### src/rtl/pdx_pkg.sv
package pdx_pkg;
  typedef enum logic {
    PORT_A = 1'b0,
    PORT_B = 1'b1
  } port_e;
endpackage

### src/rtl/pdx_sync_edge.sv
// Synchronizes the sync pin and finds its falling edge.
module pdx_sync_edge #(
  parameter int SYNC_STAGES = 2
) (
  input  logic clk,
  input  logic rst_n,
  input  logic sync_raw,
  input  logic lvds_sel,
  output logic held,
  output logic fall
);
  localparam int TOP = SYNC_STAGES - 1;

  logic [TOP:0] sr;
  logic         last;
  logic         gated;

  // In LVDS mode the pin is treated as permanently low.
  assign gated = sync_raw & ~lvds_sel;

  generate
    if (SYNC_STAGES == 1) begin : g_one
      always_ff @(posedge clk or negedge rst_n) begin
        if (!rst_n) sr <= '1;
        else        sr <= gated;
      end
    end else begin : g_many
      always_ff @(posedge clk or negedge rst_n) begin
        if (!rst_n) sr <= '1;
        else        sr <= {sr[TOP-1:0], gated};
      end
    end
  endgenerate

  always_ff @(posedge clk or negedge rst_n) begin
    if (!rst_n) last <= 1'b1;
    else        last <= sr[TOP];
  end

  assign held = sr[TOP];
  assign fall = last & ~sr[TOP];
endmodule

### src/rtl/pdx_phase_chain.sv
// Tags each sample with its port and delays it by LAT cycles.
module pdx_phase_chain
  import pdx_pkg::*;
#(
  parameter int W   = 12,
  parameter int LAT = 14
) (
  input  logic         clk,
  input  logic         rst_n,
  input  logic [W-1:0] smp,
  input  logic         held,
  input  logic         fall,
  output logic [W-1:0] tail_d,
  output port_e        tail_tag,
  output logic         tail_vld
);
  port_e phase;
  port_e tag_now;

  // The sync edge forces the current capture onto port A.
  assign tag_now = fall ? PORT_A : phase;

  always_ff @(posedge clk or negedge rst_n) begin
    if (!rst_n) phase <= PORT_A;
    else        phase <= port_e'(~tag_now);
  end

  for (genvar i = 0; i < LAT; i++) begin : g_stg
    logic [W-1:0] d;
    port_e        t;
    logic         v;
    if (i == 0) begin : g_head
      always_ff @(posedge clk or negedge rst_n) begin
        if (!rst_n) begin
          d <= '0;
          t <= PORT_A;
          v <= 1'b0;
        end else begin
          d <= smp;
          t <= tag_now;
          v <= ~held;
        end
      end
    end else begin : g_body
      always_ff @(posedge clk or negedge rst_n) begin
        if (!rst_n) begin
          d <= '0;
          t <= PORT_A;
          v <= 1'b0;
        end else begin
          d <= g_stg[i-1].d;
          t <= g_stg[i-1].t;
          // A hold flushes every sample still in flight.
          v <= held ? 1'b0 : g_stg[i-1].v;
        end
      end
    end
  end

  assign tail_d   = g_stg[LAT-1].d;
  assign tail_tag = g_stg[LAT-1].t;
  assign tail_vld = g_stg[LAT-1].v;
endmodule

### src/rtl/pdx_port_stage.sv
// Output registers, dual-mode pairing register, data-ready clock and valid flag.
module pdx_port_stage
  import pdx_pkg::*;
#(
  parameter int W = 12
) (
  input  logic         clk,
  input  logic         rst_n,
  input  logic         dual_mode,
  input  logic         held,
  input  logic [W-1:0] tail_d,
  input  port_e        tail_tag,
  input  logic         tail_vld,
  output logic [W-1:0] port_a,
  output logic [W-1:0] port_b,
  output logic         dr_clk,
  output logic         data_ok,
  output logic         upd_a,
  output logic         upd_b,
  output logic         tick
);
  logic         is_a;
  logic [W-1:0] a_hold;

  assign tick  = tail_vld & ~held;
  assign is_a  = (tail_tag == PORT_A);
  assign upd_a = tick & (dual_mode ? ~is_a : is_a);
  assign upd_b = tick & ~is_a;

  always_ff @(posedge clk or negedge rst_n) begin
    if (!rst_n) begin
      a_hold <= '0;
      port_a <= '0;
      port_b <= '0;
      dr_clk <= 1'b0;
    end else begin
      if (tick && is_a) a_hold <= tail_d;
      if (upd_a)        port_a <= dual_mode ? a_hold : tail_d;
      if (upd_b)        port_b <= tail_d;
      if (tick)         dr_clk <= dual_mode ? is_a : ~is_a;
    end
  end

  always_ff @(posedge clk or negedge rst_n) begin
    if (!rst_n)     data_ok <= 1'b0;
    else if (held)  data_ok <= 1'b0;
    else if (upd_a) data_ok <= 1'b1;
  end
endmodule

### src/rtl/pair_demux.sv
module pair_demux
  import pdx_pkg::*;
#(
  parameter int W           = 12,
  parameter int LAT         = 14,
  parameter int SYNC_STAGES = 2
) (
  input  logic         clk,
  input  logic         rst_n,
  input  logic         dual_mode,
  input  logic         lvds_sel,
  input  logic         sync_hold,
  input  logic [W-1:0] smp_in,
  output logic [W-1:0] port_a,
  output logic [W-1:0] port_b,
  output logic         dr_clk,
  output logic         data_ok
);
  logic         held;
  logic         fall;
  logic [W-1:0] tail_d;
  port_e        tail_tag;
  logic         tail_vld;
  logic         upd_a;
  logic         upd_b;
  logic         tick;

  pdx_sync_edge #(.SYNC_STAGES(SYNC_STAGES)) u_sync (
    .clk      (clk),
    .rst_n    (rst_n),
    .sync_raw (sync_hold),
    .lvds_sel (lvds_sel),
    .held     (held),
    .fall     (fall)
  );

  pdx_phase_chain #(.W(W), .LAT(LAT)) u_chain (
    .clk      (clk),
    .rst_n    (rst_n),
    .smp      (smp_in),
    .held     (held),
    .fall     (fall),
    .tail_d   (tail_d),
    .tail_tag (tail_tag),
    .tail_vld (tail_vld)
  );

  pdx_port_stage #(.W(W)) u_out (
    .clk       (clk),
    .rst_n     (rst_n),
    .dual_mode (dual_mode),
    .held      (held),
    .tail_d    (tail_d),
    .tail_tag  (tail_tag),
    .tail_vld  (tail_vld),
    .port_a    (port_a),
    .port_b    (port_b),
    .dr_clk    (dr_clk),
    .data_ok   (data_ok),
    .upd_a     (upd_a),
    .upd_b     (upd_b),
    .tick      (tick)
  );
endmodule

### config.mk
export PLATFORM = sky130hd
export DESIGN_NAME = pair_demux
export DESIGN_NICKNAME = d
export VERILOG_FILES = /design/src/rtl/pdx_pkg.sv /design/src/rtl/pdx_sync_edge.sv /design/src/rtl/pdx_phase_chain.sv /design/src/rtl/pdx_port_stage.sv /design/src/rtl/pair_demux.sv
export SDC_FILE = /design/constraint.sdc
export NUM_CORES = 1
export LEC_CHECK = 0
export ABC_AREA = 1
export BUFFER_PORTS_ARGS = -buffer_cell sky130_fd_sc_hd__buf_4
export CORE_UTILIZATION = 49
export CTS_BUF_LIST = sky130_fd_sc_hd__clkbuf_8
export CTS_CLUSTER_DIAMETER = 30
export DETAILED_ROUTE_END_ITERATION = 10
export HOLD_SLACK_MARGIN = 0.05
export PLACE_DENSITY = 0.67
export SLEW_MARGIN = 20
export SYNTH_ARGS = -nofsm -noshare
export SYNTH_HDL_FRONTEND = slang
export SYNTH_HIERARCHICAL = 1
export SYNTH_SLANG_ARGS = --single-unit
### constraint.sdc
create_clock -name clk -period 2.6 [get_ports clk]
set_input_delay 0.52 -clock clk [delete_from_list [all_inputs] [get_ports clk]]
set_output_delay 0.52 -clock clk [all_outputs]
set_load 0.02 [all_outputs]
# [Word-level counts from Yosys, hierarchy flattened]
# Index checks and enable logic that the tools add are counted.
[op_classes] n_bitwise=9 reduce_logical=2 muxes=19
[op_table] operator="$mux 1" count=18
[op_table] operator="$mux 12" count=1
[op_table] operator="$and 1x1->1" count=5
[op_table] operator="$not 1->1" count=4
[op_table] operator="$reduce_bool 2->1" count=1
[op_table] operator="$logic_and 1x1->1" count=1
[word_totals] ff_bits=238 out_inout_bits=26 wordCells=80

# [Longest topological paths before layout]
# Gate-level depths: netlist (run 1).
[logic_depth] depth_word=5 ltp_mapped=6

# [Cells and area by module]
# Netlist (run 1), hierarchy kept.
[modules_own_cells] mod="pdx_phase_chain" cells_each=229 area_per_inst_um2=5057.4 instances=1
[modules_own_cells] mod="pdx_port_stage" cells_each=198 area_per_inst_um2=1645.3 instances=1
[modules_own_cells] mod="pdx_sync_edge" cells_each=7 area_per_inst_um2=98.8 instances=1

# [Worst setup path before layout (run 1)]
# No wires, ideal clock.
[synth_path] kind="register -> register" from="register u_sync.sr[1]" to="register u_out.port_b[10]" path_stages_with_launch=6 n_path_buf=1 arrival_ps=1102 slack_ps=1422 path_cell_list="dfstp_2 -> nor2_4 -> nand2_2 -> buf_2 -> nand2_1 -> o21ai_1"
[synth_between] elab_chain_cells=3
[synth_lines] element="from (decl)" line_no="pdx_sync_edge.sv:14" rtl="logic [TOP:0] sr;"
[synth_lines] element="from (signal assigned)" line_no="pdx_sync_edge.sv:30" rtl="else sr <= {sr[TOP-1:0], gated};"
[synth_lines] element="$not 1->1" line_no="pdx_port_stage.sv:25" rtl="assign tick = tail_vld & ~held;"
[synth_lines] element="$and 1x1->1" line_no="pdx_port_stage.sv:25"
[synth_lines] element="named net tick" line_no="pair_demux.sv:26" rtl="logic tick;"
[synth_lines] element="$and 1x1->1" line_no="pdx_port_stage.sv:28" rtl="assign upd_b = tick & ~is_a;"
[synth_lines] element="to (signal assigned)" line_no="pdx_port_stage.sv:39" rtl="if (upd_b) port_b <= tail_d;"
[synth_lines] element="to (decl)" line_no="pdx_port_stage.sv:15" rtl="output logic [W-1:0] port_b,"
# The timed path passes the listed nets, and every way through them passes these cells.
# A chain may end at the register's enable or synchronous reset.

# [Worst setup path after layout (run 1)]
[layout_path] from="register u_out.port_b[7]" to="output port_b[7]"
[layout_lines] element="to (decl)" line_no="pair_demux.sv:15" rtl="output logic [W-1:0] port_b,"
# No word-level cell between the ends.

==> results.json, run 1 <==
{
  "status": "finished clean",
  "post_cts_buffers": 0,
  "peakVddDrop_uv": 693,
  "internal_power_consumption_uw": 6100,
  "clock_tree_buffer_depth": 3,
  "capture_point_of_the_worst_path": "port_b[7]",
  "final_cells": 718,
  "initialDrtViolationCount": 175,
  "fp.dieW_um": 120,
  "number_of_cells_on_the_critical_path": 1,
  "antenna_cells": 0,
  "timing.critical_path.buf_inv": 1,
  "fp.coreArea_um2": 13400,
  "cts_sinks": 238,
  "top_level_ports": 43,
  "multi_input_area_um2": 646,
  "path_class": "reg -> out",
  "finalClockSkew_ps": 14.2,
  "core.rowCount": 42,
  "drc_errors": 0,
  "place.port_buffers": 42,
  "p_comb_share_pct": 4.8,
  "period_share_pct": 60.8,
  "power.share.clock_pct": 43.0,
  "busiest_layer": "met2",
  "grt_first_pass_wirelength_um": 15400,
  "cts_buffers": 39,
  "syn_nets": 450,
  "seq_power_share_pct": 52.2,
  "die_y_extent_um": 120,
  "worstPathCellList": "buf_4",
  "max_slew_margin_vs_limit_pct": 55.3,
  "hp-class": "in -> reg",
  "grt_util_met1_pct": 17.0,
  "switching_share_pct": 21.7,
  "r2r_end": "u_out/port_b[11]$_DFFE_PN0P_",
  "place.detailed.instances": 648,
  "detail_route.vias_per_cell": 4.50,
  "critical_path.startpoint_type": "flop",
  "cts_tree": "yes",
  "timing.rr.start": "u_sync/sr[1]$_DFF_PN1_",
  "grt_usage_pct": 13.7,
  "vias": 3233,
  "critical-path-max-stage-delay_ps": 400,
  "postCtsHoldBufs": 1,
  "switching_component_of_the_power_uw": 1690,
  "timing.max_cap.violations": 0,
  "yosysWarnings": 6,
  "cts-htree-levels": 2,
  "cpLargestDelayFamily": "flip-flops",
  "design_area_um2": 8210,
  "cp_data_required_time_ps": 2080,
  "fmax_ghz": 0.632,
  "worst_slew_pin_tran_ps": 668,
  "timing.critical_path.fanout_max": 2,
  "final_max_slew_viol_count": 0,
  "finalWorstPathRequiredPeriod_ps": 1580,
  "critical_path.startpoint": "u_out/port_b[7]$_DFFE_PN0P_",
  "groute.layer.met3.usage_pct": 4.23,
  "dp_hpwl_um": 5240,
  "fin_setup_tns_ps": 0,
  "routed_wirelength_um": 8940,
  "place_area_um2": 7360,
  "grt_remaining_overflow": 0,
  "post_layout_nets": 531,
  "clk_pin_slew_worst_paths_ps": 60,
  "postSynthAreaPerCell_um2": 15.7,
  "drtPass1Iterations": 4,
  "seqCellArea_um2": 5960,
  "global_route.usage.met2_pct": 22.3,
  "worst_setup_path_end_kind": "primary output",
  "grt_pass1_vias": 3405,
  "unrepaired_setup_endpoints_after_global_routing": "false",
  "initial_antenna_violation_count": 0,
  "timing.critical_path.arrival_ps": 1060,
  "ff_to_ff_path_depth": 4,
  "cts_root_buf": "clkbuf_8",
  "clock_insertion_delay_worst_skew_ps": 490,
  "netlist_instances": 433,
  "place.gp.congestion": 0.828,
  "finalHoldViolCount": 0,
  "flow.area_growth_from_synthesis_pct": 20.8,
  "grt_max_degree": 92,
  "cts.repair.resized": 0,
  "num-fill-cells": 991,
  "design.die.area_um2": 14300,
  "setup_viol_count_final": 0,
  "mappedNetlistArea_um2": 6800,
  "leakage_dissipation_uw": 0.00408,
  "rrSetupSlack_ps": 1020,
  "start_util_pct": 50.7,
  "power_density_nw_per_um2": 950,
  "slowest_stage": "dfrtp_1",
  "drt.antenna.violating_nets": 0,
  "route.detailed.wl_per_inst_um": 12.5,
  "layout-drive-gt1-share_pct": 22.1
}
-- routing by layer --
| layer | share of wire [%] | vias to the layer above |
|---|---|---|
| li1 | - | 1492 |
| met1 | 42 | 1616 |
| met2 | 50 | 97 |
| met3 | 5.6 | 28 |
| met4 | 2.4 | 0 |
| met5 | 0 | - |
-- final cells by class --
class | count | area share, %
tap | 176 | 2.68
inverter | 35 | 1.60
clock buffer | 45 | 7.54
timing repair buffer | 50 | 5.00
clock inverter | 24 | 2.73
multi-input combinational | 150 | 7.86
sequential | 238 | 72.6
-- power by group through the flow --
stage / Clock, uW / Sequential (uW) / Combinational, uW
2_1_floorplan: 0 / 4160 / 120
3_3_place_gp: 0 / 4120 / 365
3_5_place_dp: 0 / 4140 / 376
4_1_cts: 3460 / 4070 / 381
5_1_grt: 3650 / 4090 / 421
6_report: 3350 / 4070 / 373
-- sequential cells by signal (all words and copies together) (netlist names) --
signal and flops:
u_chain/g_stg.d 156, u_chain/g_stg.t 13, u_chain/g_stg.v 13, u_chain/tail_d 12, u_out/a_hold 12, u_out/port_a 12
u_out/port_b 12, u_sync/sr 2, u_chain/phase 1, u_chain/tail_tag 1, u_chain/tail_vld 1, u_out/data_ok 1
u_out/dr_clk 1, u_sync/last 1
-- how the worst min path moves through the flow --
stage	start	end	slack, ps	cells past startpoint
2_1_floorplan	rst_n	u_chain/g_stg[0].d[0]$_DFF_PN0_	220	0
3_3_place_gp	u_chain/g_stg[2].d[10]$_DFF_PN0_	u_chain/g_stg[3].d[10]$_DFF_PN0_	330	0
3_5_place_dp	u_chain/g_stg[10].d[5]$_DFF_PN0_	u_chain/g_stg[11].d[5]$_DFF_PN0_	330	0
4_1_cts	smp_in[0]	u_chain/g_stg[0].d[0]$_DFF_PN0_	110	1
5_1_grt	smp_in[0]	u_chain/g_stg[0].d[0]$_DFF_PN0_	110	1
6_report	smp_in[1]	u_chain/g_stg[0].d[1]$_DFF_PN0_	140	1
-- layout by cell type, fill, tap and decap left out --
master           n
bufinv_16        4
nor2_1          18
dfrtp_1        235
nand2_2          3
buf_12           2
o21ai_2          3
inv_1           46
inv_6            3
o21ai_1         21
clkbuf_8        45
buf_4           46
nand2_1         89
clkinvlp_4       3
dlygate4sd3_1    1
nor2_2           2
nor2_4           1
clkinv_2         2
dfstp_2          3
nand3_1         12
inv_2            1
nand3_2          1
buf_8            1
-- metrics by stage --
| step | utilization (%) | hold WS, ps | setup WS (ps) | power [uW] |
|---|---|---|---|---|
| after global placement | 54.9 | 331 | 938 | 4480 |
| after detailed placement | 54.9 | 335 | 833 | 4510 |
| after CTS | 61.3 | 105 | 991 | 7920 |
| after global routing | 61.3 | 106 | 900 | 8160 |
| final | 61.3 | 136 | 1020 | 7800 |
| after floorplan | - | 224 | 1420 | 4280 |
(Power assumes the default switching activity.)
==> inputs of run 2 (changes only) <==
- PLACE_DENSITY: 0.67 -> 0.69
- clock period: 2.6 -> 1.4 ns (I/O delays scaled with it)
==> run 2 against run 1 <==
Global-route usage is 0.11 points lower. Combinational power is 100% higher. Cell area is 2.0% higher. Critical endpoint is now port_b[1].
==> results.json, run 2 (synthesis results as in run 1) <==
{
  "worstPathCellList": "buf_4",
  "cts_buffers": 39,
  "layout.cells.most_common": "dfrtp_1",
  "multi_input_area_um2": 653,
  "largest_registers_ranked_by_flip_flop_count": "u_chain/g_stg.d x156, u_chain/g_stg.t x13, u_chain/g_stg.v x13",
  "place.port_buffers": 42,
  "grt_pass1_vias": 3460,
  "cp_data_required_time_ps": 1120,
  "detail_route.vias_per_cell": 4.46,
  "pre_cts_ws_ps": -47.0,
  "vias": 3282,
  "grt_usage_pct": 13.6,
  "finalHoldViolCount": 0,
  "die_y_extent_um": 120,
  "top_level_ports": 43,
  "timing.critical_path.buf_inv": 1,
  "flow.area_growth_from_synthesis_pct": 23.2,
  "grt_remaining_overflow": 0,
  "grt_max_degree": 51,
  "start_util_pct": 50.7,
  "hp-class": "in -> async",
  "setup_viol_count_final": 0,
  "leakage_dissipation_uw": 0.00417,
  "global_route.usage.met2_pct": 22.8,
  "ff_to_ff_path_depth": 5,
  "max_flop_register": "u_chain/g_stg.d",
  "drc_errors": 0,
  "groute.layer.met3.usage_pct": 3.61,
  "fp.dieW_um": 120,
  "finalWorstPathRequiredPeriod_ps": 1320,
  "post_layout_nets": 550,
  "clock_tree_buffer_depth": 3,
  "drtPass1Iterations": 4,
  "final.setup.worst_slack_ps": 84.5,
  "critical-path-max-stage-delay_ps": 400,
  "post_cts_buffers": 0,
  "initial_antenna_violation_count": 0,
  "cpLargestDelayFamily": "flip-flops",
  "path_class": "reg -> out",
  "cts_tree": "yes",
  "most-common-layout-cells": "dfrtp_1, nand2_1, inv_1, buf_4, clkbuf_8",
  "fmax_ghz": 0.760,
  "fp.coreArea_um2": 13400,
  "routed_wirelength_um": 8970,
  "route.detailed.wl_per_inst_um": 12.2,
  "slowest_stage": "dfrtp_1",
  "seqCellArea_um2": 5960,
  "layout-drive-gt1-share_pct": 22.0,
  "cts_root_buf": "clkbuf_8",
  "antenna_cells": 0,
  "clock_insertion_delay_worst_skew_ps": 470,
  "period_share_pct": 94.0,
  "max_slew_margin_vs_limit_pct": 69.8,
  "clk_pin_slew_worst_paths_ps": 60,
  "critical_path.startpoint_type": "flop",
  "grt_first_pass_wirelength_um": 15400,
  "place.gp.congestion": 0.766,
  "largest_register_ffs": 156,
  "core.rowCount": 42,
  "fin_setup_tns_ps": 0,
  "finalClockSkew_ps": 12.4,
  "unrepaired_setup_endpoints_after_global_routing": "false",
  "peakVddDrop_uv": 1250,
  "final_max_slew_viol_count": 0,
  "grt_util_met1_pct": 16.8,
  "worst_slew_pin_tran_ps": 453,
  "cts_sinks": 238,
  "num-fill-cells": 981,
  "design.die.area_um2": 14300,
  "status": "finished clean",
  "timing.max_cap.violations": 0,
  "timing.critical_path.fanout_max": 2,
  "busiest_layer": "met2",
  "power_density_nw_per_um2": 1680,
  "initialDrtViolationCount": 163,
  "drt.antenna.violating_nets": 0,
  "dp_hpwl_um": 5430,
  "number_of_cells_on_the_critical_path": 1,
  "worst_setup_path_end_kind": "primary output",
  "cts-htree-levels": 2,
  "timing.critical_path.arrival_ps": 1040
}
[run 2: cell count changes in the layout (fill, tap and decap cells not counted), sizes merged]
cell / delta
buf: +5
bufinv: -2
clkbuf: +1
clkinv: +2
clkinvlp: -2
dlygate4sd3: +14
[run 2: cell type report]
class | instances | share of cell area (%)
Sequential cell | 238 | 71.2
Multi-Input combinational cell | 150 | 7.80
Clock buffer | 46 | 7.56
Timing Repair Buffer | 69 | 7.47
Tap cell | 176 | 2.63
Clock inverter | 22 | 1.82
Inverter | 35 | 1.57
[run 2: metal layers]
layer  part of all wire, %  routed length, um
met1                    43               3880
met2                    50               4480
met3                   4.9                440
met4                   1.9                167
met5                     0                  0
[run 2: what timing repair did]
item,CTS,global route
endpoints found under the setup margin,12,1
endpoints found under the hold margin,54,0
resized for setup,1,1
hold buffers,15,0
[run 2: stage by stage]
step                std cells  hold slack [ps]  utilization [%]  instance area [um^2]  total power, uW
global placement          653              219             55.5                  7430             8340
global route              736              331             62.5                  8380            14700
floorplan                 433            -15.6                -                  6800             7950
CTS                       736              303             62.5                  8370            14300
detailed placement        653              231             55.5                  7430             8410
finish                    736              318             62.5                  8380            14100
[run 2: worst paths after layout]
| kind | start | endpoint | slack (ps) |
|---|---|---|---|
| min | rst_n | u_out/port_a[10]$_DFFE_PN0P_ | 320 |
| min reg2reg | u_chain/g_stg[12].d[11]$_DFF_PN0_ | u_chain/tail_d[11]$_DFF_PN0_ | 340 |
| max | u_out/port_b[1]$_DFFE_PN0P_ | port_b[1] | 80 |
| max in group asynchronous | rst_n | u_sync/last$_DFF_PN1_ | 470 |
| max reg2reg | u_sync/sr[1]$_DFF_PN1_ | u_out/port_a[3]$_DFFE_PN0P_ | 130 |
| min in group clk | u_chain/g_stg[12].d[11]$_DFF_PN0_ | u_chain/tail_d[11]$_DFF_PN0_ | 340 |
[run 2: report_power, final]
part | internal, uW | switching, uW | total, uW
Combinational | 306 | 453 | 760
Clock | 3360 | 2410 | 5770
Sequential | 7360 | 181 | 7540
Total | 11000 | 3040 | 14100
==> inputs of run 3 (changes only) <==
- CELL_PAD_IN_SITES_DETAIL_PLACEMENT: default -> 1
- CELL_PAD_IN_SITES_GLOBAL_PLACEMENT: default -> 1
- CORE_UTILIZATION: 49 -> 47
- PLACE_DENSITY: 0.69 -> default
- PLACE_DENSITY_LB_ADDON: default -> 0.1
==> run 3 against run 2 <==
Largest cell class unchanged. Highest routed layer unchanged. Critical path depth unchanged. Sequential share of layout area decreased by 2.1 points. Utilization decreased by 0.78 points. Die area increased by 4.2%.
==> results.json, run 3 (synthesis results as in run 1) <==
{
  "clock_insertion_delay_worst_skew_ps": 520,
  "seqCellArea_um2": 5960,
  "finalHoldViolCount": 0,
  "grt_max_degree": 53,
  "slowest_stage": "dfrtp_1",
  "place.detailed.instances": 657,
  "cts_buffers": 42,
  "cts_tree": "yes",
  "num-fill-cells": 1313,
  "setup_viol_count_final": 0,
  "design.die.area_um2": 14900,
  "fp.coreArea_um2": 14000,
  "path_class": "reg -> out",
  "worstPathCellList": "buf_6",
  "post_layout_nets": 557,
  "worst_slew_pin_tran_ps": 484,
  "hp-class": "in -> async",
  "die_y_extent_um": 122,
  "fmax_ghz": 0.738,
  "layout-drive-gt1-share_pct": 24.1,
  "total_power_uw": 15200,
  "leakage_dissipation_uw": 0.00425,
  "initial_antenna_violation_count": 0,
  "pre_cts_ws_ps": -81.9,
  "start_util_pct": 48.6,
  "clk_pin_slew_worst_paths_ps": 60,
  "drc_errors": 0,
  "period_share_pct": 96.8,
  "place.port_buffers": 42,
  "timing.critical_path.buf_inv": 1,
  "place.gp.congestion": 0.747,
  "most-common-layout-cells": "dfrtp_1, nand2_1, clkbuf_8, inv_1, buf_4",
  "grt_remaining_overflow": 0,
  "vias": 3366,
  "layout.cells.most_common": "dfrtp_1",
  "peakVddDrop_uv": 1080,
  "finalWorstPathRequiredPeriod_ps": 1360,
  "cts-htree-levels": 2,
  "finalCoreUtilization_pct": 61.7,
  "grt_usage_pct": 16.0,
  "cp_data_required_time_ps": 1120,
  "cts_root_buf": "clkbuf_8",
  "flow.area_growth_from_synthesis_pct": 27.0,
  "unrepaired_setup_endpoints_after_global_routing": "true",
  "route.detailed.wl_per_inst_um": 13.9,
  "top_level_ports": 43,
  "finalClockSkew_ps": 17.4,
  "final.setup.worst_slack_ps": 45.0,
  "clock_tree_buffer_depth": 3,
  "timing.max_cap.violations": 0,
  "critical-path-max-stage-delay_ps": 400,
  "place_area_um2": 7470,
  "grt_first_pass_wirelength_um": 18100,
  "drtPass1Iterations": 4,
  "largest_registers_ranked_by_flip_flop_count": "u_chain/g_stg.d x156, u_chain/g_stg.t x13, u_chain/g_stg.v x13",
  "critical_path.startpoint_type": "flop",
  "status": "finished clean",
  "power_density_nw_per_um2": 1760,
  "max_slew_margin_vs_limit_pct": 67.7,
  "timing.critical_path.fanout_max": 2,
  "max_flop_register": "u_chain/g_stg.d",
  "cpLargestDelayFamily": "flip-flops",
  "detail_route.vias_per_cell": 4.49,
  "core.rowCount": 43,
  "routed_wirelength_um": 10400,
  "grt_pass1_vias": 3757,
  "antenna_cells": 0,
  "worst_setup_path_end_kind": "primary output",
  "final_cells": 749,
  "drt.antenna.violating_nets": 0,
  "initialDrtViolationCount": 109,
  "largest_register_ffs": 156,
  "dp_hpwl_um": 6070,
  "timing.critical_path.arrival_ps": 1080,
  "design_area_um2": 8630,
  "cts_sinks": 238,
  "fp.dieW_um": 122,
  "multi_input_area_um2": 653,
  "final_max_slew_viol_count": 0
}
run 3: cell types whose count changed in the layout (fill, tap and decap cells not counted), sizes merged:
cell and delta:
bufinv +3, clkbuf +4, inv -5, clkinvlp +3, buf +4
run 3: power by group:
group | internal, uW | total (uW) | switching [uW]
Clock | 4200 | 6860 | 2660
Combinational | 346 | 817 | 471
Sequential | 7360 | 7560 | 191
run 3: what timing repair did:
action,in CTS,in global routing
pin swaps,0,0
resized for setup,5,5
endpoints found under the hold margin,93,0
hold buffers,15,0
buffers inserted,1,3
endpoints found under the setup margin,17,18
run 3: layout make-up:
type	count	share of cell area (%)
Clock buffer	50	7.97
Clock inverter	23	2.93
Inverter	35	1.52
Multi-Input combinational cell	150	7.57
Sequential cell	238	69.0
Tap cell	180	2.61
Timing Repair Buffer	73	8.38
run 3: routing by layer:
layer  GRT usage [%]  part of all wire, %  vias up
met2            25.0                   49       79
li1                -                    -     1543
met1            20.7                   44     1724
met4            7.24                  2.0        0
met3            5.02                  4.9       20
met5               0                    0        -
run 3: final timing paths:
check / end / slack (ps) / depth (start not counted) / from
worst max-delay path: port_b[10] / 40 / 1 / u_out/port_b[10]$_DFFE_PN0P_
worst min-delay path: u_chain/g_stg[11].d[9]$_DFF_PN0_ / 290 / 2 / rst_n
worst max register to register: u_out/port_a[5]$_DFFE_PN0P_ / 150 / 4 / u_sync/sr[1]$_DFF_PN1_
worst min register to register: u_chain/g_stg[12].d[10]$_DFF_PN0_ / 330 / 0 / u_chain/g_stg[11].d[10]$_DFF_PN0_
max in group asynchronous: u_chain/g_stg[5].d[4]$_DFF_PN0_ / 500 / 3 / rst_n
min in group clk: u_out/port_a[8]$_DFFE_PN0P_ / 310 / 6 / dual_mode
run 3: stage by stage:
step / TNS [ps] / hold WS (ps)
after floorplan: 0 / -15.6
after global placement: 0 / 245
after detailed placement: -458 / 252
after CTS: -6.74 / 264
after global routing: -16.1 / 284
final: 0 / 287
